$ cat src/rtl/tmr_pkg.sv
package tmr_pkg;
  localparam int REG_ADDR_W = 4;

  localparam logic [REG_ADDR_W-1:0] ADDR_CTRL   = 4'd0;
  localparam logic [REG_ADDR_W-1:0] ADDR_CNT_LO = 4'd1;
  localparam logic [REG_ADDR_W-1:0] ADDR_CNT_HI = 4'd2;
  localparam logic [REG_ADDR_W-1:0] ADDR_PRD_LO = 4'd3;
  localparam logic [REG_ADDR_W-1:0] ADDR_PRD_HI = 4'd4;
  localparam logic [REG_ADDR_W-1:0] ADDR_CAP_LO = 4'd5;
  localparam logic [REG_ADDR_W-1:0] ADDR_CAP_HI = 4'd6;
  localparam logic [REG_ADDR_W-1:0] ADDR_STAT   = 4'd7;
  localparam logic [REG_ADDR_W-1:0] ADDR_KEY    = 4'd8;

  typedef enum logic [1:0] {
    MODE_WIDE  = 2'd0,
    MODE_DUAL  = 2'd1,
    MODE_CHAIN = 2'd2,
    MODE_WDOG  = 2'd3
  } tmrMode_e;

  // Control word, most significant field first.
  typedef struct packed {
    logic     dmaEn;
    logic     irqEnHi;
    logic     irqEnLo;
    logic     capFall;
    logic     capRise;
    logic     rdClr;
    logic     extClk;
    logic     runHi;
    logic     runLo;
    tmrMode_e mode;
  } ctrlReg_t;

  // Per-cycle strobes from control to datapath.
  typedef struct packed {
    logic incLo;
    logic clrLo;
    logic incHi;
    logic clrHi;
    logic ldCntLo;
    logic ldCntHi;
    logic ldPrdLo;
    logic ldPrdHi;
    logic capture;
  } tmrStrobe_t;
endpackage

$ cat src/rtl/tmr_datapath.sv
module tmr_datapath
  import tmr_pkg::*;
#(
  parameter int HALF_W = 32
) (
  input  logic              clk,
  input  logic              rstN,
  input  tmrStrobe_t        stb,
  input  logic [HALF_W-1:0] wrData,
  output logic [HALF_W-1:0] cntLo,
  output logic [HALF_W-1:0] cntHi,
  output logic [HALF_W-1:0] prdLo,
  output logic [HALF_W-1:0] prdHi,
  output logic [HALF_W-1:0] capLo,
  output logic [HALF_W-1:0] capHi,
  output logic              loAtPrd,
  output logic              hiAtPrd,
  output logic              wideAtPrd,
  output logic              loAllOnes
);
  localparam int NUM_HALF = 2;

  logic [NUM_HALF-1:0] incV, clrV, ldCntV, ldPrdV;
  logic [NUM_HALF-1:0][HALF_W-1:0] cntAll, prdAll, capAll;

  assign incV   = {stb.incHi, stb.incLo};
  assign clrV   = {stb.clrHi, stb.clrLo};
  assign ldCntV = {stb.ldCntHi, stb.ldCntLo};
  assign ldPrdV = {stb.ldPrdHi, stb.ldPrdLo};

  for (genvar g = 0; g < NUM_HALF; g++) begin : halfG
    logic [HALF_W-1:0] cntQ, prdQ, capQ;

    // Clear beats a software load, which beats an increment.
    always_ff @(posedge clk or negedge rstN) begin
      if (!rstN) begin
        cntQ <= '0;
      end else if (clrV[g]) begin
        cntQ <= '0;
      end else if (ldCntV[g]) begin
        cntQ <= wrData;
      end else if (incV[g]) begin
        cntQ <= cntQ + 1'b1;
      end
    end

    always_ff @(posedge clk or negedge rstN) begin
      if (!rstN) begin
        prdQ <= '0;
      end else if (ldPrdV[g]) begin
        prdQ <= wrData;
      end
    end

    always_ff @(posedge clk or negedge rstN) begin
      if (!rstN) begin
        capQ <= '0;
      end else if (stb.capture) begin
        capQ <= cntQ;
      end
    end

    assign cntAll[g] = cntQ;
    assign prdAll[g] = prdQ;
    assign capAll[g] = capQ;
  end

  assign cntLo = cntAll[0];
  assign cntHi = cntAll[1];
  assign prdLo = prdAll[0];
  assign prdHi = prdAll[1];
  assign capLo = capAll[0];
  assign capHi = capAll[1];

  assign loAtPrd   = (cntAll[0] == prdAll[0]);
  assign hiAtPrd   = (cntAll[1] == prdAll[1]);
  assign wideAtPrd = loAtPrd && hiAtPrd;
  assign loAllOnes = &cntAll[0];
endmodule

$ cat src/rtl/tmr_ctrl.sv
module tmr_ctrl
  import tmr_pkg::*;
#(
  parameter int                HALF_W = 32,
  parameter logic [HALF_W-1:0] KEY_A  = 32'hA5C3_0F01,
  parameter logic [HALF_W-1:0] KEY_B  = 32'h5A3C_F0FE
) (
  input  logic                  clk,
  input  logic                  rstN,
  input  logic                  regWrEn,
  input  logic                  regRdEn,
  input  logic [REG_ADDR_W-1:0] regAddr,
  input  logic [HALF_W-1:0]     regWrData,
  output logic [HALF_W-1:0]     regRdData,
  input  logic                  tmrClkIn,
  input  logic                  capEvIn,
  input  logic [HALF_W-1:0]     cntLo,
  input  logic [HALF_W-1:0]     cntHi,
  input  logic [HALF_W-1:0]     prdLo,
  input  logic [HALF_W-1:0]     prdHi,
  input  logic [HALF_W-1:0]     capLo,
  input  logic [HALF_W-1:0]     capHi,
  input  logic                  loAtPrd,
  input  logic                  hiAtPrd,
  input  logic                  wideAtPrd,
  input  logic                  loAllOnes,
  output tmrStrobe_t            stb,
  output ctrlReg_t              ctrlQ,
  output logic [2:0]            statusQ,
  output logic                  wdArmed,
  output logic                  irqLo,
  output logic                  irqHi,
  output logic                  dmaSync,
  output logic                  wdRst
);
  localparam int CTRL_W = $bits(ctrlReg_t);
  localparam int STAT_W = 3;

  logic clkPrev, capPrev;
  logic clkRise, capRise, capFall;
  logic tickLo, tickHi, isWide;
  logic evLo, evHi, timeout;
  logic keyStage, keyWr, wdService, wrongKey;
  logic wrCtrl, wrStat;
  logic [STAT_W-1:0] statSet, statClr;
  ctrlReg_t newCtrl;

  // Edge detection on the two event inputs.
  always_ff @(posedge clk or negedge rstN) begin
    if (!rstN) begin
      clkPrev <= 1'b0;
      capPrev <= 1'b0;
    end else begin
      clkPrev <= tmrClkIn;
      capPrev <= capEvIn;
    end
  end
  assign clkRise = tmrClkIn && !clkPrev;
  assign capRise = capEvIn && !capPrev;
  assign capFall = !capEvIn && capPrev;

  assign wrCtrl  = regWrEn && (regAddr == ADDR_CTRL);
  assign wrStat  = regWrEn && (regAddr == ADDR_STAT);
  assign newCtrl = ctrlReg_t'(regWrData[CTRL_W-1:0]);
  assign isWide  = (ctrlQ.mode == MODE_WIDE) || (ctrlQ.mode == MODE_WDOG);
  assign tickLo  = ctrlQ.runLo && (ctrlQ.extClk ? clkRise : 1'b1);

  // Watchdog key sequence.
  assign keyWr     = regWrEn && (regAddr == ADDR_KEY) && wdArmed;
  assign wdService = keyWr && keyStage && (regWrData == KEY_B);
  assign wrongKey  = keyWr && !((!keyStage && (regWrData == KEY_A)) ||
                                (keyStage && (regWrData == KEY_B)));

  always_comb begin
    stb     = '0;
    evLo    = 1'b0;
    evHi    = 1'b0;
    timeout = 1'b0;
    tickHi  = 1'b0;
    if (isWide) begin
      if (tickLo) begin
        if (wideAtPrd) begin
          stb.clrLo = 1'b1;
          stb.clrHi = 1'b1;
          if (ctrlQ.mode == MODE_WDOG) timeout = 1'b1;
          else                         evLo    = 1'b1;
        end else begin
          stb.incLo = 1'b1;
          stb.incHi = loAllOnes;
        end
      end
    end else begin
      if (tickLo) begin
        if (loAtPrd) begin
          stb.clrLo = 1'b1;
          evLo      = (ctrlQ.mode == MODE_DUAL);
        end else begin
          stb.incLo = 1'b1;
        end
      end
      tickHi = (ctrlQ.mode == MODE_DUAL) ? ctrlQ.runHi : (tickLo && loAtPrd);
      if (tickHi) begin
        if (hiAtPrd) begin
          stb.clrHi = 1'b1;
          evHi      = 1'b1;
        end else begin
          stb.incHi = 1'b1;
        end
      end
    end
    // Read-clear of the count.
    if (regRdEn && ctrlQ.rdClr && (regAddr == ADDR_CNT_LO)) begin
      stb.clrLo = 1'b1;
      if (isWide) stb.clrHi = 1'b1;
    end
    if (regRdEn && ctrlQ.rdClr && !isWide && (regAddr == ADDR_CNT_HI)) begin
      stb.clrHi = 1'b1;
    end
    if (wdService) begin
      stb.clrLo = 1'b1;
      stb.clrHi = 1'b1;
    end
    stb.ldCntLo = regWrEn && !wdArmed && (regAddr == ADDR_CNT_LO);
    stb.ldCntHi = regWrEn && !wdArmed && (regAddr == ADDR_CNT_HI);
    stb.ldPrdLo = regWrEn && !wdArmed && (regAddr == ADDR_PRD_LO);
    stb.ldPrdHi = regWrEn && !wdArmed && (regAddr == ADDR_PRD_HI);
    stb.capture = (ctrlQ.capRise && capRise) || (ctrlQ.capFall && capFall);
  end

  assign statSet = {stb.capture, evHi, evLo};
  assign statClr = wrStat ? regWrData[STAT_W-1:0] : '0;

  always_ff @(posedge clk or negedge rstN) begin
    if (!rstN) begin
      ctrlQ    <= '0;
      wdArmed  <= 1'b0;
      keyStage <= 1'b0;
      wdRst    <= 1'b0;
      statusQ  <= '0;
      irqLo    <= 1'b0;
      irqHi    <= 1'b0;
      dmaSync  <= 1'b0;
    end else begin
      if (wrCtrl && !wdArmed) begin
        ctrlQ <= newCtrl;
        if (newCtrl.mode == MODE_WDOG && newCtrl.runLo) wdArmed <= 1'b1;
      end
      if (keyWr) keyStage <= !keyStage && (regWrData == KEY_A);
      wdRst   <= wdRst || timeout || wrongKey;
      statusQ <= (statusQ & ~statClr) | statSet;
      irqLo   <= ctrlQ.irqEnLo && (evLo || stb.capture);
      irqHi   <= ctrlQ.irqEnHi && evHi;
      dmaSync <= ctrlQ.dmaEn && (evLo || evHi);
    end
  end

  always_comb begin
    regRdData = '0;
    case (regAddr)
      ADDR_CTRL:   regRdData[CTRL_W-1:0] = ctrlQ;
      ADDR_CNT_LO: regRdData = cntLo;
      ADDR_CNT_HI: regRdData = cntHi;
      ADDR_PRD_LO: regRdData = prdLo;
      ADDR_PRD_HI: regRdData = prdHi;
      ADDR_CAP_LO: regRdData = capLo;
      ADDR_CAP_HI: regRdData = capHi;
      ADDR_STAT:   regRdData[STAT_W-1:0] = statusQ;
      default:     regRdData = '0;
    endcase
  end
endmodule

$ cat src/rtl/dual_half_timer.sv
module dual_half_timer
  import tmr_pkg::*;
#(
  parameter int                HALF_W = 32,
  parameter logic [HALF_W-1:0] KEY_A  = 32'hA5C3_0F01,
  parameter logic [HALF_W-1:0] KEY_B  = 32'h5A3C_F0FE
) (
  input  logic                  clk,
  input  logic                  rstN,
  input  logic                  regWrEn,
  input  logic                  regRdEn,
  input  logic [REG_ADDR_W-1:0] regAddr,
  input  logic [HALF_W-1:0]     regWrData,
  output logic [HALF_W-1:0]     regRdData,
  input  logic                  tmrClkIn,
  input  logic                  capEvIn,
  output logic                  irqLo,
  output logic                  irqHi,
  output logic                  dmaSync,
  output logic                  wdRst
);
  tmrStrobe_t        stb;
  ctrlReg_t          ctrlQ;
  logic [2:0]        statusQ;
  logic              wdArmed;
  logic [HALF_W-1:0] cntLo, cntHi, prdLo, prdHi, capLo, capHi;
  logic              loAtPrd, hiAtPrd, wideAtPrd, loAllOnes;

  tmr_ctrl #(.HALF_W(HALF_W), .KEY_A(KEY_A), .KEY_B(KEY_B)) u_ctrl (
    .clk       (clk),
    .rstN      (rstN),
    .regWrEn   (regWrEn),
    .regRdEn   (regRdEn),
    .regAddr   (regAddr),
    .regWrData (regWrData),
    .regRdData (regRdData),
    .tmrClkIn  (tmrClkIn),
    .capEvIn   (capEvIn),
    .cntLo     (cntLo),
    .cntHi     (cntHi),
    .prdLo     (prdLo),
    .prdHi     (prdHi),
    .capLo     (capLo),
    .capHi     (capHi),
    .loAtPrd   (loAtPrd),
    .hiAtPrd   (hiAtPrd),
    .wideAtPrd (wideAtPrd),
    .loAllOnes (loAllOnes),
    .stb       (stb),
    .ctrlQ     (ctrlQ),
    .statusQ   (statusQ),
    .wdArmed   (wdArmed),
    .irqLo     (irqLo),
    .irqHi     (irqHi),
    .dmaSync   (dmaSync),
    .wdRst     (wdRst)
  );

  tmr_datapath #(.HALF_W(HALF_W)) u_dp (
    .clk       (clk),
    .rstN      (rstN),
    .stb       (stb),
    .wrData    (regWrData),
    .cntLo     (cntLo),
    .cntHi     (cntHi),
    .prdLo     (prdLo),
    .prdHi     (prdHi),
    .capLo     (capLo),
    .capHi     (capHi),
    .loAtPrd   (loAtPrd),
    .hiAtPrd   (hiAtPrd),
    .wideAtPrd (wideAtPrd),
    .loAllOnes (loAllOnes)
  );
endmodule

$ cat config.mk
export PLATFORM = sky130hd
export DESIGN_NAME = dual_half_timer
export DESIGN_NICKNAME = d
export VERILOG_FILES = /design/src/rtl/tmr_pkg.sv /design/src/rtl/tmr_datapath.sv /design/src/rtl/tmr_ctrl.sv /design/src/rtl/dual_half_timer.sv
export SDC_FILE = /design/constraint.sdc
export NUM_CORES = 1
export LEC_CHECK = 0
export BUFFER_PORTS_ARGS = -buffer_cell sky130_fd_sc_hd__buf_2
export CAP_MARGIN = 5
export CORE_MARGIN = 1
export CORE_UTILIZATION = 50
export CTS_BUF_LIST = sky130_fd_sc_hd__clkbuf_8
export DETAILED_ROUTE_END_ITERATION = 8
export PLACE_DENSITY = 0.71
export SYNTH_ARGS = -nofsm -noshare
export SYNTH_HDL_FRONTEND = slang
export SYNTH_HIERARCHICAL = 1
export SYNTH_SLANG_ARGS = --single-unit
$ cat constraint.sdc
create_clock -name clk -period 3.75 [get_ports clk]
set_input_delay 0.375 -clock clk [delete_from_list [all_inputs] [get_ports clk]]
set_output_delay 0.375 -clock clk [all_outputs]
set_load 0.02 [all_outputs]
### Word level (Yosys, flattened, before mapping)

Index checks and enable logic that the tools add are counted.

* add/subtract/negate cells: 2
* bitwise operators: 3
* reduce and logical (&&, ||, !) cells: 51
* muxes and demuxes: 41
* eq/ne operators: 15

Operators with widths (count)
* 32-bit two-way mux: 6
* 21-bit case mux with 6 select lines: 1
* 32-bit by 1-bit adder with 32-bit output (second input constant): 2
* 32-bit == test: 2
* 8-bit case mux with 7 select lines: 1
* 32-bit by 31-bit == test with 1-bit output (second input constant): 1
* 32-bit == test (second input constant): 1
* 32-bit AND reduction: 1
* 1-bit logical AND: 31
* 1-bit two-way mux: 27
* 3-bit case mux with 8 select lines: 1
* 4-bit by 3-bit == test with 1-bit output (second input constant): 4
* 4-bit by 2-bit == test with 1-bit output (second input constant): 2
* 4-bit two-way mux: 2
* 1-bit logical NOT: 7
* 1-bit logical OR: 7
* 3-bit nonzero test: 2
* 2-bit == test (second input constant): 2
* 4-bit by 1-bit == test with 1-bit output (second input constant): 1
* 4-bit == test (second input constant): 1
* 4-bit logical NOT: 1
* 2-bit two-way mux: 2
* 3-bit AND: 1
* 3-bit two-way mux: 1
* 5 further kinds: 5

* input bits: 42
* logic and storage cells: 137
* output and inout port bits: 36
* bits in registers: 214

### Logic depth before layout (Yosys ltp)

* word-level depth: 13
* depth in mapped cells: 14
* depth with buffers taken out: 11

### Modules after synthesis

The synthesis kept the hierarchy.

Modules (own cells, without submodules)
* tmr_datapath: cells an instance 869, area an instance 9694.3 µm², times used 1
* tmr_ctrl: cells an instance 293, area an instance 2524.9 µm², times used 1

### Worst setup path before layout

No wires, ideal clock.

* kind: flip-flop to flip-flop
* start point: register u_dp.halfG[0].cntQ[14], in the netlist u_dp/cntLo[14]
* end point: register u_dp.halfG[1].cntQ[21], in the netlist u_dp/cntHi[21]
* arrival time: 3256 ps
* path buffers: 2
* clock period less this slack: 3381 ps
* stages on the path, launching flop included: 14
* required time: 3625 ps
* path slack: 369 ps
* setup time: 125 ps
* cells stage by stage: dfrtp_1 > clkbuf_1 > xor2_1 > nor4_1 > nand4_1 > nor2_1 > o2111ai_1 > a211o_1 > nand2_1 > clkbuf_1 > nand4_1 > nor3_2 > a311oi_1 > a2111oi_0

RTL lines
* start, declared: RTL line tmr_datapath.sv:32 `logic [HALF_W-1:0] cntQ, prdQ, capQ;`
* start signal, assigned: RTL line tmr_datapath.sv:41 `cntQ <= wrData;`
* start signal, assigned: RTL line tmr_datapath.sv:43 `cntQ <= cntQ + 1'b1;`
* end signal, assigned: RTL line tmr_datapath.sv:41
* end signal, assigned: RTL line tmr_datapath.sv:43
* end, declared: RTL line tmr_datapath.sv:32

==> reports/summary.txt <==
Sequential Power Share -> 0.422
DP HPWL -> 31,080 um
Iter 0 DRT Violations -> 1,271
pin slew with the least headroom to its limit -> 723.2 ps
Final setup viols -> 0
vias per inst -> 6.760
global placement routability congestion -> 0.9483
GRT overflow -> 0
GRT Overall Usage -> 0.3628
Reg2Reg Launch Point -> u_dp/cntHi[13]$_DFFE_PN0P_
max-capacitance violation count -> 0
max-slew violation count -> 0
Critical Path Sink -> u_dp/cntLo[25]$_DFFE_PN0P_
CTS tree -> yes
worst path required time -> 4110 ps
Slew HR -> 0.5142
Setup Skew -> 20.41 ps
Skew-Pair Late Insertion Delay -> 540 ps
post-synthesis sequential area ratio -> 0.4383
met3 GRT Util -> 0.06124
Yosys top cell area share -> 0.4383
crit path max fanout -> 8
Arr. time, crit path -> 4040 ps
pre-CTS setup slack -> -22.29 ps
Die Span Y -> 158.3 um
Final nets -> 1,325
area grow syn2layout -> 15.73%
Final Cycle Share -> 0.9809
Synth Area per Inst -> 10.52 um^2
non-filler cells, final -> 1,628
clk buf depth -> 3
Rows -> 56
initial antenna violation count -> 0
Switch Pwr -> 3.112 mW
Die X -> 158.3 um
Clk pwr share -> 0.254
met1 Resource Use GR -> 0.4837
Die ar. -> 0.02507 mm^2
Placeable Area -> 0.02375 mm^2
Ys Warns -> 6
CTS Buf Count -> 38
worst min path class -> primary input to register
launch point of the worst path -> u_dp/cntHi[13]$_DFFE_PN0P_
first-pass GRT wire length -> 66,450 um
Routed Antenna Nets -> 0
via count -> 11,010
Peak VDD IR -> 0.0003562 V
DRC Markers -> 0
vias in the first global route -> 10,730
fin crit period -> 3678 ps
PortBufs -> 77
Internal -> 5.351 mW
area leader, netlist -> dfrtp_1
Post-synth EDFFs -> 0
# clock sinks -> 214
largest net degree at the start of global routing -> 77
sw frac -> 0.3677
top cells by area, synth -> dfrtp_1, mux2_2, a22oi_1
Filler cells -> 2,015
CP startpoint kind -> register
setup ws final -> 71.71 ps
layout cell share with drive strength beyond 1 -> 0.2872
final wirelength -> 44,180 um
P_leak -> 6.193 nW
I/O pin cnt -> 78
R2R Path End -> u_dp/cntLo[25]$_DFFE_PN0P_
outcome -> finished, final reports clean
commonest non-fill, non-tap cell in the layout -> dfrtp_1
Hold Vio Cnt, Final -> 0
layer with the highest usage -> met2
power density cells -> 598.5 mW/mm^2
Post-Syn Area -> 0.01222 mm^2
most used flip-flop cell after synthesis -> dfrtp_1
H-tree levels -> 2
diode count -> 0
synthesized instance count -> 1,162
initial cell density of the core -> 0.5144
#FFs+latches synth -> 214
endpoint class of the critical path -> register
asr flop ratio synth -> 1.000
Reg2Reg Depth -> 10
Max Fclk -> 271.9 MHz
synth unique cells -> 75
Pre-antenna DRT Iters -> 6
Routed WL per cell -> 27.14 um
Post-Syn Nets -> 1,208
Logic pwr share -> 0.324
met2 Use GR -> 0.5639
placed cells -> 1,555
RSZ-0062 raised after global routing -> no
Crit Path Class -> register to register
most frequent cells in the layout -> dfrtp_1, mux2_2, buf_4, a22oi_1, buf_2
Reg2Reg Setup Slack -> 70 ps
CTS clock-pin slew for the worst setup and hold paths -> 60 ps
CTS root buf -> clkbuf_8
## logic make-up (layout without fill, tap and decap cells)
group / count (synthesis) / in the layout / share of synthesized area
buffers and inverters: 122 / 269 / 0.04086
AOI/OAI and AO/OA: 236 / 236 / 0.1459
DFF: 214 / 214 / 0.4383
xor gates and xnor gates: 84 / 84 / 0.06021
adders and majority gates: 4 / 4 / 0.004096
muxes: 144 / 144 / 0.1352
and+or+nand+nor: 358 / 358 / 0.1755
## synthesized netlist by cell type, types with 12 or more instances
master / instances
a311oi_1: 22
a21oi_1: 19
a211oi_1: 12
nor2_1: 56
inv_1: 27
mux2_2: 132
and3_1: 16
a2111oi_0: 12
nor4_1: 33
nand2_1: 43
a22oi_1: 86
nand4_1: 41
and4_1: 19
clkbuf_1: 65
xnor2_1: 12
dfrtp_1: 214
nand3_1: 59
xor2_1: 72
nor3_1: 13
buf_2: 17
o21ai_0: 18
## state kept, by name, summed over array words and instances, names as in the netlist
register	flops
u_ctrl/keyStage	1
u_ctrl/dmaSync	1
u_ctrl/clkPrev	1
u_dp/cntHi	32
u_dp/cntLo	32
u_ctrl/irqHi	1
u_ctrl/ctrlQ	11
u_ctrl/statusQ	3
u_dp/capHi	32
u_dp/prdLo	32
u_dp/prdHi	32
u_ctrl/wdArmed	1
u_ctrl/capPrev	1
u_ctrl/irqLo	1
u_ctrl/wdRst	1
u_dp/capLo	32
## per-layer routing
metal	vias to the layer above	share of wire
met5	-	0
met4	0	0.058
met3	132	0.092
met2	712	0.45
met1	5472	0.40
li1	4689	-
## stage by stage
stage               power, mW  setup TNS (ps)  cell area, um^2  hold slack [ps]    util
CTS                     8.386               0            14130            125.7  0.5950
global placement        6.151               0            13360            395.6  0.5624
global route            8.813               0            14140            157.9  0.5953
finish                  8.463               0            14140            148.5  0.5953
detailed placement      6.224          -22.29            13360            392.8  0.5624
floorplan               5.072               0            12220            79.41       -
## how the worst min path moves through the flow
stage	to	slack, ps	startpoint	cells past startpoint
3_5_place_dp	u_ctrl/ctrlQ[8]$_DFFE_PN0P_	390	rstN	1
3_3_place_gp	u_ctrl/ctrlQ[8]$_DFFE_PN0P_	400	rstN	1
4_1_cts	u_dp/prdLo[21]$_DFFE_PN0P_	130	regWrData[21]	2
5_1_grt	u_dp/prdHi[21]$_DFFE_PN0P_	160	regWrData[21]	2
6_report	u_dp/prdLo[21]$_DFFE_PN0P_	150	regWrData[21]	2
2_1_floorplan	u_ctrl/capPrev$_DFF_PN0_	80	rstN	0
## worst max-delay path, stage by stage, from the launching register on
cell and delay, ps:
dfrtp_1 550, xor2_1 320, nor4_1 100, nand4_1 200, nor4_1 90, mux2_2 290
nor2_2 250, nand3_1 260, or4_4 600, or3_1 320, a2111oi_1 500
## layout make-up
class,instances,area (um^2),area share
multi-input cells,826,6392,0.4520
flip-flops and latches,214,5355,0.3787
repair buffers,171,1146,0.08105
clock buffers,45,619.3,0.04380
well taps,319,399.1,0.02823
clock inverters,25,123.9,0.008760
inverters,28,105.1,0.007432
## power by group through the flow
stage / Combinational (mW) / Sequential (mW) / Clock [mW]
3_5_place_dp: 2.64 / 3.59 / 0
3_3_place_gp: 2.60 / 3.55 / 0
6_report: 2.74 / 3.57 / 2.15
5_1_grt: 2.91 / 3.64 / 2.27
2_1_floorplan: 1.62 / 3.46 / 0
4_1_cts: 2.66 / 3.56 / 2.17
## repair_timing
item                                    in CTS  in global routing
hold buffers                                 3                  0
endpoints found under the setup margin       1                  4
endpoints found under the hold margin       75                  0
resized for setup                            1                  2
setup buffers                                0                  0
Power figures use the tool's default switching activity.
